==> src/rtl/nsh_pkg.sv <==
`timescale 1ns/1ps
package nsh_pkg;

    typedef enum logic [3:0] {
        OP_LSR_SV  = 4'h0,
        OP_LSL_SV  = 4'h1,
        OP_ROR_SV  = 4'h2,
        OP_ROL_SV  = 4'h3,
        OP_LSR_A1  = 4'h4,
        OP_LSL_A1  = 4'h5,
        OP_LSR_A2  = 4'h6,
        OP_LSL_A2  = 4'h7,
        OP_LD_A1   = 4'h8,
        OP_LD_A2   = 4'h9,
        OP_ASR_SV  = 4'hA,
        OP_ASR_A1  = 4'hB,
        OP_ASR_A2  = 4'hC,
        OP_NORM    = 4'hD,
        OP_NORM_A1 = 4'hE,
        OP_NORM_A2 = 4'hF
    } op_e;

    typedef enum logic [2:0] {
        SK_PASS,
        SK_LSR,
        SK_LSL,
        SK_ROR,
        SK_ROL,
        SK_ASR
    } shk_e;

    typedef enum logic [2:0] {
        SRC_NONE,
        SRC_SV,
        SRC_A1,
        SRC_A2,
        SRC_PE
    } src_e;

endpackage

==> src/rtl/nsh_decode.sv <==
`timescale 1ns/1ps
module nsh_decode
    import nsh_pkg::*;
(
    input  logic [3:0] op,
    output shk_e       kind,
    output src_e       src,
    output logic       ld_a1,
    output logic       ld_a2,
    output logic       drive_sv
);
    always_comb begin
        kind     = SK_PASS;
        src      = SRC_NONE;
        ld_a1    = 1'b0;
        ld_a2    = 1'b0;
        drive_sv = 1'b0;
        unique case (op_e'(op))
            OP_LSR_SV:  begin kind = SK_LSR; src = SRC_SV; end
            OP_LSL_SV:  begin kind = SK_LSL; src = SRC_SV; end
            OP_ROR_SV:  begin kind = SK_ROR; src = SRC_SV; end
            OP_ROL_SV:  begin kind = SK_ROL; src = SRC_SV; end
            OP_LSR_A1:  begin kind = SK_LSR; src = SRC_A1; end
            OP_LSL_A1:  begin kind = SK_LSL; src = SRC_A1; end
            OP_LSR_A2:  begin kind = SK_LSR; src = SRC_A2; end
            OP_LSL_A2:  begin kind = SK_LSL; src = SRC_A2; end
            OP_LD_A1:   begin kind = SK_PASS; ld_a1 = 1'b1; end
            OP_LD_A2:   begin kind = SK_PASS; ld_a2 = 1'b1; end
            OP_ASR_SV:  begin kind = SK_ASR; src = SRC_SV; end
            OP_ASR_A1:  begin kind = SK_ASR; src = SRC_A1; end
            OP_ASR_A2:  begin kind = SK_ASR; src = SRC_A2; end
            OP_NORM:    begin kind = SK_LSL; src = SRC_PE; drive_sv = 1'b1; end
            OP_NORM_A1: begin kind = SK_LSL; src = SRC_PE; drive_sv = 1'b1; ld_a1 = 1'b1; end
            OP_NORM_A2: begin kind = SK_LSL; src = SRC_PE; drive_sv = 1'b1; ld_a2 = 1'b1; end
            default:    begin kind = SK_PASS; end
        endcase
    end
endmodule

==> src/rtl/nsh_prienc.sv <==
`timescale 1ns/1ps
module nsh_prienc #(
    parameter int W  = 16,
    parameter int AW = $clog2(W)
) (
    input  logic [W-1:0]  data,
    output logic [AW-1:0] count
);
    // edge[j] marks a sign change between bit j and bit j-1
    logic [W-1:1] edge_bits;

    for (genvar j = 1; j < W; j++) begin : g_edge
        assign edge_bits[j] = data[j] ^ data[j-1];
    end

    always_comb begin
        count = AW'(W - 1);
        for (int j = 1; j < W; j++) begin
            if (edge_bits[j]) count = AW'(W - 1 - j);
        end
    end
endmodule

==> src/rtl/nsh_barrel.sv <==
`timescale 1ns/1ps
module nsh_barrel
    import nsh_pkg::*;
#(
    parameter int W  = 16,
    parameter int AW = $clog2(W)
) (
    input  logic [W-1:0]  data,
    input  logic [AW-1:0] amt,
    input  shk_e          kind,
    output logic [W-1:0]  result
);
    logic          go_left;
    logic          rotate;
    logic          fill;
    logic [W-1:0]  src_word;
    logic [AW:0][W-1:0] stg;

    function automatic logic [W-1:0] flip(input logic [W-1:0] v);
        logic [W-1:0] r;
        for (int i = 0; i < W; i++) r[i] = v[W-1-i];
        return r;
    endfunction

    assign go_left  = (kind == SK_LSL) || (kind == SK_ROL);
    assign rotate   = (kind == SK_ROR) || (kind == SK_ROL);
    assign fill     = (kind == SK_ASR) ? data[W-1] : 1'b0;
    assign src_word = go_left ? flip(data) : data;
    assign stg[0]   = src_word;

    // right-shift network; left shifts run on the bit-reversed word
    for (genvar s = 0; s < AW; s++) begin : g_stage
        for (genvar b = 0; b < W; b++) begin : g_bit
            localparam int FROM = b + (1 << s);
            if (FROM < W) begin : g_in
                assign stg[s+1][b] = amt[s] ? stg[s][FROM] : stg[s][b];
            end else begin : g_wrap
                assign stg[s+1][b] = amt[s] ? (rotate ? stg[s][FROM-W] : fill)
                                            : stg[s][b];
            end
        end
    end

    always_comb begin
        if (kind == SK_PASS) result = data;
        else if (go_left)    result = flip(stg[AW]);
        else                 result = stg[AW];
    end
endmodule

==> src/rtl/norm_shifter.sv <==
`timescale 1ns/1ps
module norm_shifter
    import nsh_pkg::*;
#(
    parameter int W  = 16,
    parameter int AW = $clog2(W)
) (
    input  logic          clk,
    input  logic          rst_n,
    input  logic          clear,
    input  logic [3:0]    op_in,
    input  logic [AW-1:0] sv_in,
    output logic [AW-1:0] sv_out,
    output logic          sv_oe,
    input  logic          sv_in_only,
    input  logic [W-1:0]  data_in,
    output logic [W-1:0]  data_out
);
    logic [3:0]    op_q;
    logic [AW-1:0] sv_q;
    logic [AW-1:0] r1_q;
    logic [AW-1:0] r2_q;
    logic [AW-1:0] pe_cnt;
    logic [AW-1:0] amt;
    logic [AW-1:0] load_val;
    logic [W-1:0]  shifted;
    shk_e          kind;
    src_e          src;
    logic          ld_a1;
    logic          ld_a2;
    logic          drive_sv;

    // capture stage: opcode and shift value
    always_ff @(posedge clk or negedge rst_n) begin
        if (!rst_n) begin
            op_q <= '0;
            sv_q <= '0;
        end else begin
            op_q <= op_in;
            sv_q <= sv_in;
        end
    end

    nsh_decode u_dec (
        .op       (op_q),
        .kind     (kind),
        .src      (src),
        .ld_a1    (ld_a1),
        .ld_a2    (ld_a2),
        .drive_sv (drive_sv)
    );

    nsh_prienc #(.W(W), .AW(AW)) u_pe (
        .data  (data_in),
        .count (pe_cnt)
    );

    always_comb begin
        unique case (src)
            SRC_SV:  amt = sv_q;
            SRC_A1:  amt = r1_q;
            SRC_A2:  amt = r2_q;
            SRC_PE:  amt = pe_cnt;
            default: amt = '0;
        endcase
    end

    assign load_val = (src == SRC_PE) ? pe_cnt : sv_q;

    nsh_barrel #(.W(W), .AW(AW)) u_bs (
        .data   (data_in),
        .amt    (amt),
        .kind   (kind),
        .result (shifted)
    );

    // execute stage: result and amount registers
    always_ff @(posedge clk or negedge rst_n) begin
        if (!rst_n) begin
            data_out <= '0;
            r1_q     <= '0;
            r2_q     <= '0;
        end else if (clear) begin
            data_out <= '0;
            r1_q     <= '0;
            r2_q     <= '0;
        end else begin
            data_out <= shifted;
            if (ld_a1) r1_q <= load_val;
            if (ld_a2) r2_q <= load_val;
        end
    end

    assign sv_out = pe_cnt;
    assign sv_oe  = drive_sv && !sv_in_only;
endmodule

==> config.mk <==
export PLATFORM = sky130hd
export DESIGN_NAME = norm_shifter
export DESIGN_NICKNAME = d
export VERILOG_FILES = /design/src/rtl/nsh_pkg.sv /design/src/rtl/nsh_decode.sv /design/src/rtl/nsh_prienc.sv /design/src/rtl/nsh_barrel.sv /design/src/rtl/norm_shifter.sv
export SDC_FILE = /design/constraint.sdc
export NUM_CORES = 1
export LEC_CHECK = 0
export BUFFER_PORTS_ARGS = -buffer_cell sky130_fd_sc_hd__buf_4
export CAP_MARGIN = 10
export CORE_ASPECT_RATIO = 0.75
export CORE_MARGIN = 5
export CORE_UTILIZATION = 36
export CTS_CLUSTER_DIAMETER = 150
export DETAILED_ROUTE_END_ITERATION = 12
export PLACE_DENSITY_LB_ADDON = 0.05
export RECOVER_POWER = 100
export SETUP_SLACK_MARGIN = 0.3
export SYNTH_ARGS = -nofsm -noshare
export SYNTH_HDL_FRONTEND = slang
export SYNTH_HIERARCHICAL = 1
export SYNTH_SLANG_ARGS = --single-unit
==> constraint.sdc <==
create_clock -name clk -period 6.4 [get_ports clk]
set_input_delay 1.28 -clock clk [delete_from_list [all_inputs] [get_ports clk]]
set_output_delay 1.28 -clock clk [all_outputs]
set_load 0.005 [all_outputs]
After elaboration in Yosys (flattened, before gate mapping)

Cells that the tools add are included.

Flip-flop bits (word level): 32
Bits in latches: 0
Memory bits (writable): 0
Bits in read-only memories: 0
Input bits: 28
Output and inout port bits: 21
Word-level logic and storage cells: 171
Memories kept: 0

$add $sub $neg: 0
Multiply operators: 0
Div/mod/pow operators: 0
Magnitude comparators: 0
Equality and inequality tests: 23
Shift-type cells: 0
Multiplexer cells: 110
Bitwise logic cells: 15
Reductions and logical operators: 18

Operators with widths:

| operator             | count |
|---|---|
| $mux W1              | 84 |
| $mux W16             | 4 |
| $mux W4              | 13 |
| $eq A4 B4 Y1 const B | 8 |
| $pmux W3 S6          | 1 |
| $eq A4 B3 Y1 const B | 4 |
| $pmux W4 S4          | 1 |
| $reduce_or A3 Y1     | 5 |
| $xor A1 B1 Y1        | 15 |
| $eq A3 B2 Y1 const B | 4 |
| $mux W3              | 4 |
| $pmux W3 S4          | 1 |
| $eq A3 B3 Y1 const B | 3 |
| $eq A4 B2 Y1 const B | 2 |
| $reduce_or A2 Y1     | 3 |
| $reduce_or A6 Y1     | 1 |
| $reduce_or A5 Y1     | 1 |
| $eq A4 B1 Y1 const B | 1 |
| $logic_not A4 Y1     | 1 |
| $mux W2              | 2 |
| $reduce_bool A2 Y1   | 2 |
| $eq A3 B1 Y1 const B | 1 |
| $logic_not A3 Y1     | 1 |
| $logic_or A1 B1 Y1   | 2 |
| other kinds (2)      | 2 |

Longest topological paths before layout

Depth after elaboration: 25
Mapped depth: 18

Modules after synthesis

Netlist, hierarchy kept.

Modules (own cells, without submodules):

| module       | instances | cells each | area an instance (sq um) | seq. area each (sq um) |
|---|---|---|---|---|
| nsh_barrel   | 1         | 283        | 1961.9                   | 0.0 |
| norm_shifter | 1         | 99         | 1234.9                   | 800.8 |
| nsh_prienc   | 1         | 56         | 341.6                    | 0.0 |
| nsh_decode   | 1         | 28         | 191.4                    | 0.0 |

Worst setup path before layout

OpenSTA, ideal clock, no wires.

Path type: input to register
From: in data_in[7]
To: reg data_out[12]
Setup time: 0.132 ns
Arrival time: 4.591 ns
Data required time: 6.268 ns
Setup slack: 1.677 ns
Cell stages on the path: 15
Path buffers: 3
Cell sequence: clkbuf_1 -> a21oi_1 -> or3_2 -> a31oi_1 -> a22oi_1 -> o22ai_1 -> clkbuf_1 -> clkbuf_1 -> mux4_2 -> mux4_2 -> a21o_1 -> o21ai_1 -> a21oi_1 -> or3b_1 -> nor2b_1

Cells in the longest elaborated chain, start to end: 19
Elaborated cells between the ends (all ways): 49

Ends and longest elaborated chain:

| what                                    | RTL line                           | RTL |
|---|---|---|
| from (decl)                             | norm_shifter.sv:16                 | `input logic [W-1:0] data_in,` |
| $xor A1 B1 Y1                           | nsh_prienc.sv:13                   | `assign edge_bits[j] = data[j] ^ data[j-1];` |
| $mux W3                                 | nsh_prienc.sv:19                   | `if (edge_bits[j]) count = AW'(W - 1 - j);` |
| $mux W4 (*) (8 in a row)                | nsh_prienc.sv:19                   |  |
| via sv_out[0]                           | norm_shifter.sv:13                 | `output logic [AW-1:0] sv_out,` |
| $pmux W4 S4 (*)                         | norm_shifter.sv:59                 | `unique case (src)` |
| via amt[0]                              | norm_shifter.sv:24                 | `logic [AW-1:0] amt;` |
| $mux W1                                 | nsh_barrel.sv:36                   | `assign stg[s+1][b] = amt[s] ? stg[s][FROM] : stg[s][b];` |
| $mux W1 (on tied branches)              | nsh_barrel.sv:36, nsh_barrel.sv:38 |  |
| $mux W1 (on tied branches) (3 in a row) | nsh_barrel.sv:38, nsh_barrel.sv:36 |  |
| $mux W16 (*)                            | nsh_barrel.sv:46                   | `else if (go_left) result = flip(stg[AW]);` |
| $mux W16 (*)                            | nsh_barrel.sv:45                   | `if (kind == SK_PASS) result = data;` |
| via shifted[12]                         | norm_shifter.sv:26                 | `logic [W-1:0] shifted;` |
| $mux W16 (*)                            | norm_shifter.sv:83                 | `end else if (clear) begin` |
| to (signal assigned)                    | norm_shifter.sv:88                 | `data_out <= shifted;` |
| to (decl)                               | norm_shifter.sv:17                 | `output logic [W-1:0] data_out` |

The timed path passes the listed nets; every way through them passes the cells marked *.
A chain may end at the register's enable or synchronous reset.

Worst setup path after layout

From: in data_in[11]
To: reg data_out[3]

Cells in the longest elaborated chain, start to end: 15
Elaborated cells between the ends (all ways): 45

Ends and longest elaborated chain:

| what                                    | RTL line |
|---|---|
| $xor A1 B1 Y1                           | nsh_prienc.sv:13 |
| $mux W4                                 | nsh_prienc.sv:19 |
| $mux W4 (*) (4 in a row)                | nsh_prienc.sv:19 |
| $pmux W4 S4 (*)                         | norm_shifter.sv:59 |
| via amt[0]                              | norm_shifter.sv:24 |
| $mux W1                                 | nsh_barrel.sv:36 |
| $mux W1 (on tied branches) (2 in a row) | nsh_barrel.sv:38, nsh_barrel.sv:36 |
| $mux W1 (on tied branches) (2 in a row) | nsh_barrel.sv:36, nsh_barrel.sv:38 |
| $mux W16 (*)                            | nsh_barrel.sv:46 |
| $mux W16 (*)                            | nsh_barrel.sv:45 |
| via shifted[3]                          | norm_shifter.sv:26 |
| $mux W16 (*)                            | norm_shifter.sv:83 |

Marks and branches as above.

==> metrics.cfg <==
[cts]
clkTransAtPathRegs_ps = 50
clock_path_buffers = 2
cts.sinks = 32
cts_buffers = 5
post_cts_resize_count = 0
htreeDepth = 2
clock-root-buffer = clkbuf_16
tritoncts = yes
cts_hold_buf = 0
post_cts_buffers = 0
clock_latency_ps = 280

[floorplanning]
dieArea_um2 = 12500
io_pins = 49
fp.dieH_um = 98.2
initial_utilization_pct = 36.5
core.rowCount = 32
die_w_um = 128
coreArea_um2 = 10200

[sta]
period_needed_ps = 5250
max_freq_mhz = 190
period_share_pct = 82.0
tns_ps = 0
hold_viol_final = 0
rsz0062_at_grt = no
tightest_slew_ps = 1680
setup_viol = 0
relSlewSlack_pct = -11.8
drv_slew = 33
finalClockSkew_ps = 4.12
hold_ws_ps = 575
setup_ws_ps = 1150

[global_routing]
antenna_found_initial = 0
grt_max_degree = 38
grt_pass1_wl_mm = 20.4
grt_overflow = 0
grt_pass1_vias = 3546
grt_usage_pct = 20.3

[finish]
final_nets = 522
area_delta_synth_final_pct = 14.7
final_util_pct = 41.9
drive_above_1_share_pct = 19.6
n_antenna_cell = 0
nFillCells = 1076

[worst_setup_path]
start_kind = input port
crit_chain = clkbuf_1 -> xor2_1 -> nor3_1 -> nand4b_1 -> a31oi_1 -> a22oi_1 -> o22ai_2 -> buf_4 -> nand2b_1 -> a211oi_1 -> or2_2 -> a221o_1 -> o21a_1 -> o21ai_0 -> a21oi_1 -> or3_1 -> nor2b_1
cp.arrival_ps = 5400
cp-end-kind = flop
crit_fanout = 37
crit_path_max_incr_delay_ps = 580
required_ps = 6550
cp_slowest_cell = clkbuf_1
path_class = in -> reg

[logic_synthesis]
synthTopCellsByArea = dfrtp_1, mux4_2, nand2_1, a21oi_1, nor2_1
synthArstFlopShare_pct = 100
ys_seq_area_share_pct = 21.5
synth_cells = 466
yosysTopAreaCell = dfrtp_1
ys_warn_count = 6
synth.avg_cell_area_um2 = 8.00
synth_nets = 494
synth_top_area_share_pct = 21.5
synth_cell_types = 66
synth_edf_count = 0
synth.cell_area_um2 = 3730
ys_ff_latch = 32
synthFlopType = dfrtp_1

[hold_path]
hold_class = reg -> reg

[power]
p_leak_nw = 1.72
pwr_density_cell_nw_per_um2 = 225
vdd_drop_max_uv = 127

[placement]
gp_congestion = 0.958
io_buffers = 48
pre_cts_slack_ps = 1380
dpl.hpwl_mm = 9.59

[drt]
drtIter0Drc = 426
wl_per_cell_um = 20.4
viasPerCell = 6.06
postRouteAntennaNets = 0
first_pass_iters = 5
wirelength_mm = 12.8
drc_errors = 0
num_vias = 3824

[outcome]
outcome = finished, violations left
violations = max-capacitance violations, max-slew violations

[job]
drv_cap = 1

-- critical path, delay by kind of cell --
| family | cells | cell delay (ps) |
|---|---|---|
| buf+inv | 2 | 930 |
| compound gates | 8 | 1520 |
| xor+xnor | 1 | 140 |
| simple gates | 6 | 1510 |
-- routing by layer --
metal	share of wire (%)	routed length (um)	track usage, %
met4	0.41	53	2.64
met5	0	0	0
met3	7.2	922	4.92
met2	45	5730	29.8
met1	48	6140	30.9
-- report_power, final --
group | internal (mW) | switching, mW
Clock | 0.183 | 0.0860
Combinational | 0.196 | 0.262
Sequential | 0.225 | 0.0108
Total | 0.603 | 0.359
-- cell families (layout without fill, tap and decap cells) --
family          count (synthesis)  count (layout)  synth area share [%]
simple gates                  190             190                  26.5
mux                            33              33                  15.7
buf+inv                        52              81                  6.71
xor+xnor                        7               7                  1.85
flops                          32              32                  21.5
compound gates                152             152                  27.8
-- stage by stage --
stage                     power [mW]  instances  cell area (um^2)
after detailed placement       0.699        623              4140
after global placement         0.702        623              4140
after global routing            1.02        631              4280
after CTS                      0.972        631              4310
after floorplan                0.551        466              3730
final                          0.962        631              4280
-- final timing paths --
path	start	endpoint	slack [ps]	depth (start not counted)
worst max-delay path	data_in[11]	data_out[3]$_DFF_PN0_	1150	17
worst min-delay path	sv_q[1]$_DFF_PN0_	r1_q[1]$_DFFE_PN0P_	580	2
worst max register to register	op_q[3]$_DFF_PN0_	data_out[3]$_DFF_PN0_	2010	13
worst min register to register	sv_q[1]$_DFF_PN0_	r1_q[1]$_DFFE_PN0P_	580	2
max in group asynchronous	rst_n	data_out[4]$_DFF_PN0_	3990	1
min in group asynchronous	rst_n	op_q[0]$_DFF_PN0_	1430	1
-- layout make-up --
| cell class | instances | area [um^2] | share of cell area (%) |
|---|---|---|---|
| clock buffers | 5 | 125 | 2.93 |
| clock inverters | 3 | 42.5 | 0.995 |
| inverters | 18 | 67.6 | 1.58 |
| multi-input cells | 382 | 2680 | 62.8 |
| flip-flops and latches | 32 | 801 | 18.7 |
| well taps | 136 | 170 | 3.98 |
| repair buffers | 55 | 387 | 9.04 |
-- state kept, by name (all words and copies together), names as in the netlist --
| register | count |
|---|---|
| data_out | 16 |
| op_q | 4 |
| r1_q | 4 |
| r2_q | 4 |
| sv_q | 4 |
-- Yosys cell counts, drive strengths merged (5+ instances only) --
library cell	count
nand2	50
nor2	45
a21oi	33
dfrtp	32
o21ai	28
nor2b	26
clkbuf	22
mux4	20
inv	18
nand2b	14
nand3	14
a311oi	12
buf	12
a31oi	11
mux2i	10
nor3	8
o22ai	8
a21boi	6
o21a	6
or3	6
xor2	6
a211o	5
a221o	5
a22oi	5
and2	5
o211ai	5
-- cell usage in the layout (no fill, tap or decap), types with 4 or more instances in the layout --
cell | synthesis | layout
o22ai_1 | 8 | 7
o21ai_0 | 26 | 28
a31oi_1 | 11 | 11
buf_4 | 0 | 24
o21a_1 | 6 | 6
o221ai_1 | 4 | 4
nor3_1 | 8 | 8
clkbuf_16 | 0 | 5
clkbuf_4 | 0 | 24
nand2_1 | 50 | 50
and3_1 | 4 | 4
or3_1 | 4 | 4
mux4_2 | 20 | 20
and2_1 | 5 | 5
clkbuf_1 | 22 | 7
dfrtp_1 | 32 | 32
a311oi_1 | 12 | 12
xor2_1 | 6 | 6
nor2_1 | 44 | 43
o211ai_1 | 5 | 5
nor2b_1 | 25 | 25
a21boi_0 | 5 | 6
mux2i_1 | 10 | 10
a221o_1 | 5 | 5
nand3_1 | 14 | 14
a211o_1 | 5 | 5
a22oi_1 | 5 | 5
a21oi_1 | 33 | 33
nand2b_1 | 12 | 12
inv_1 | 18 | 18
Power figures use the tool's default switching activity.
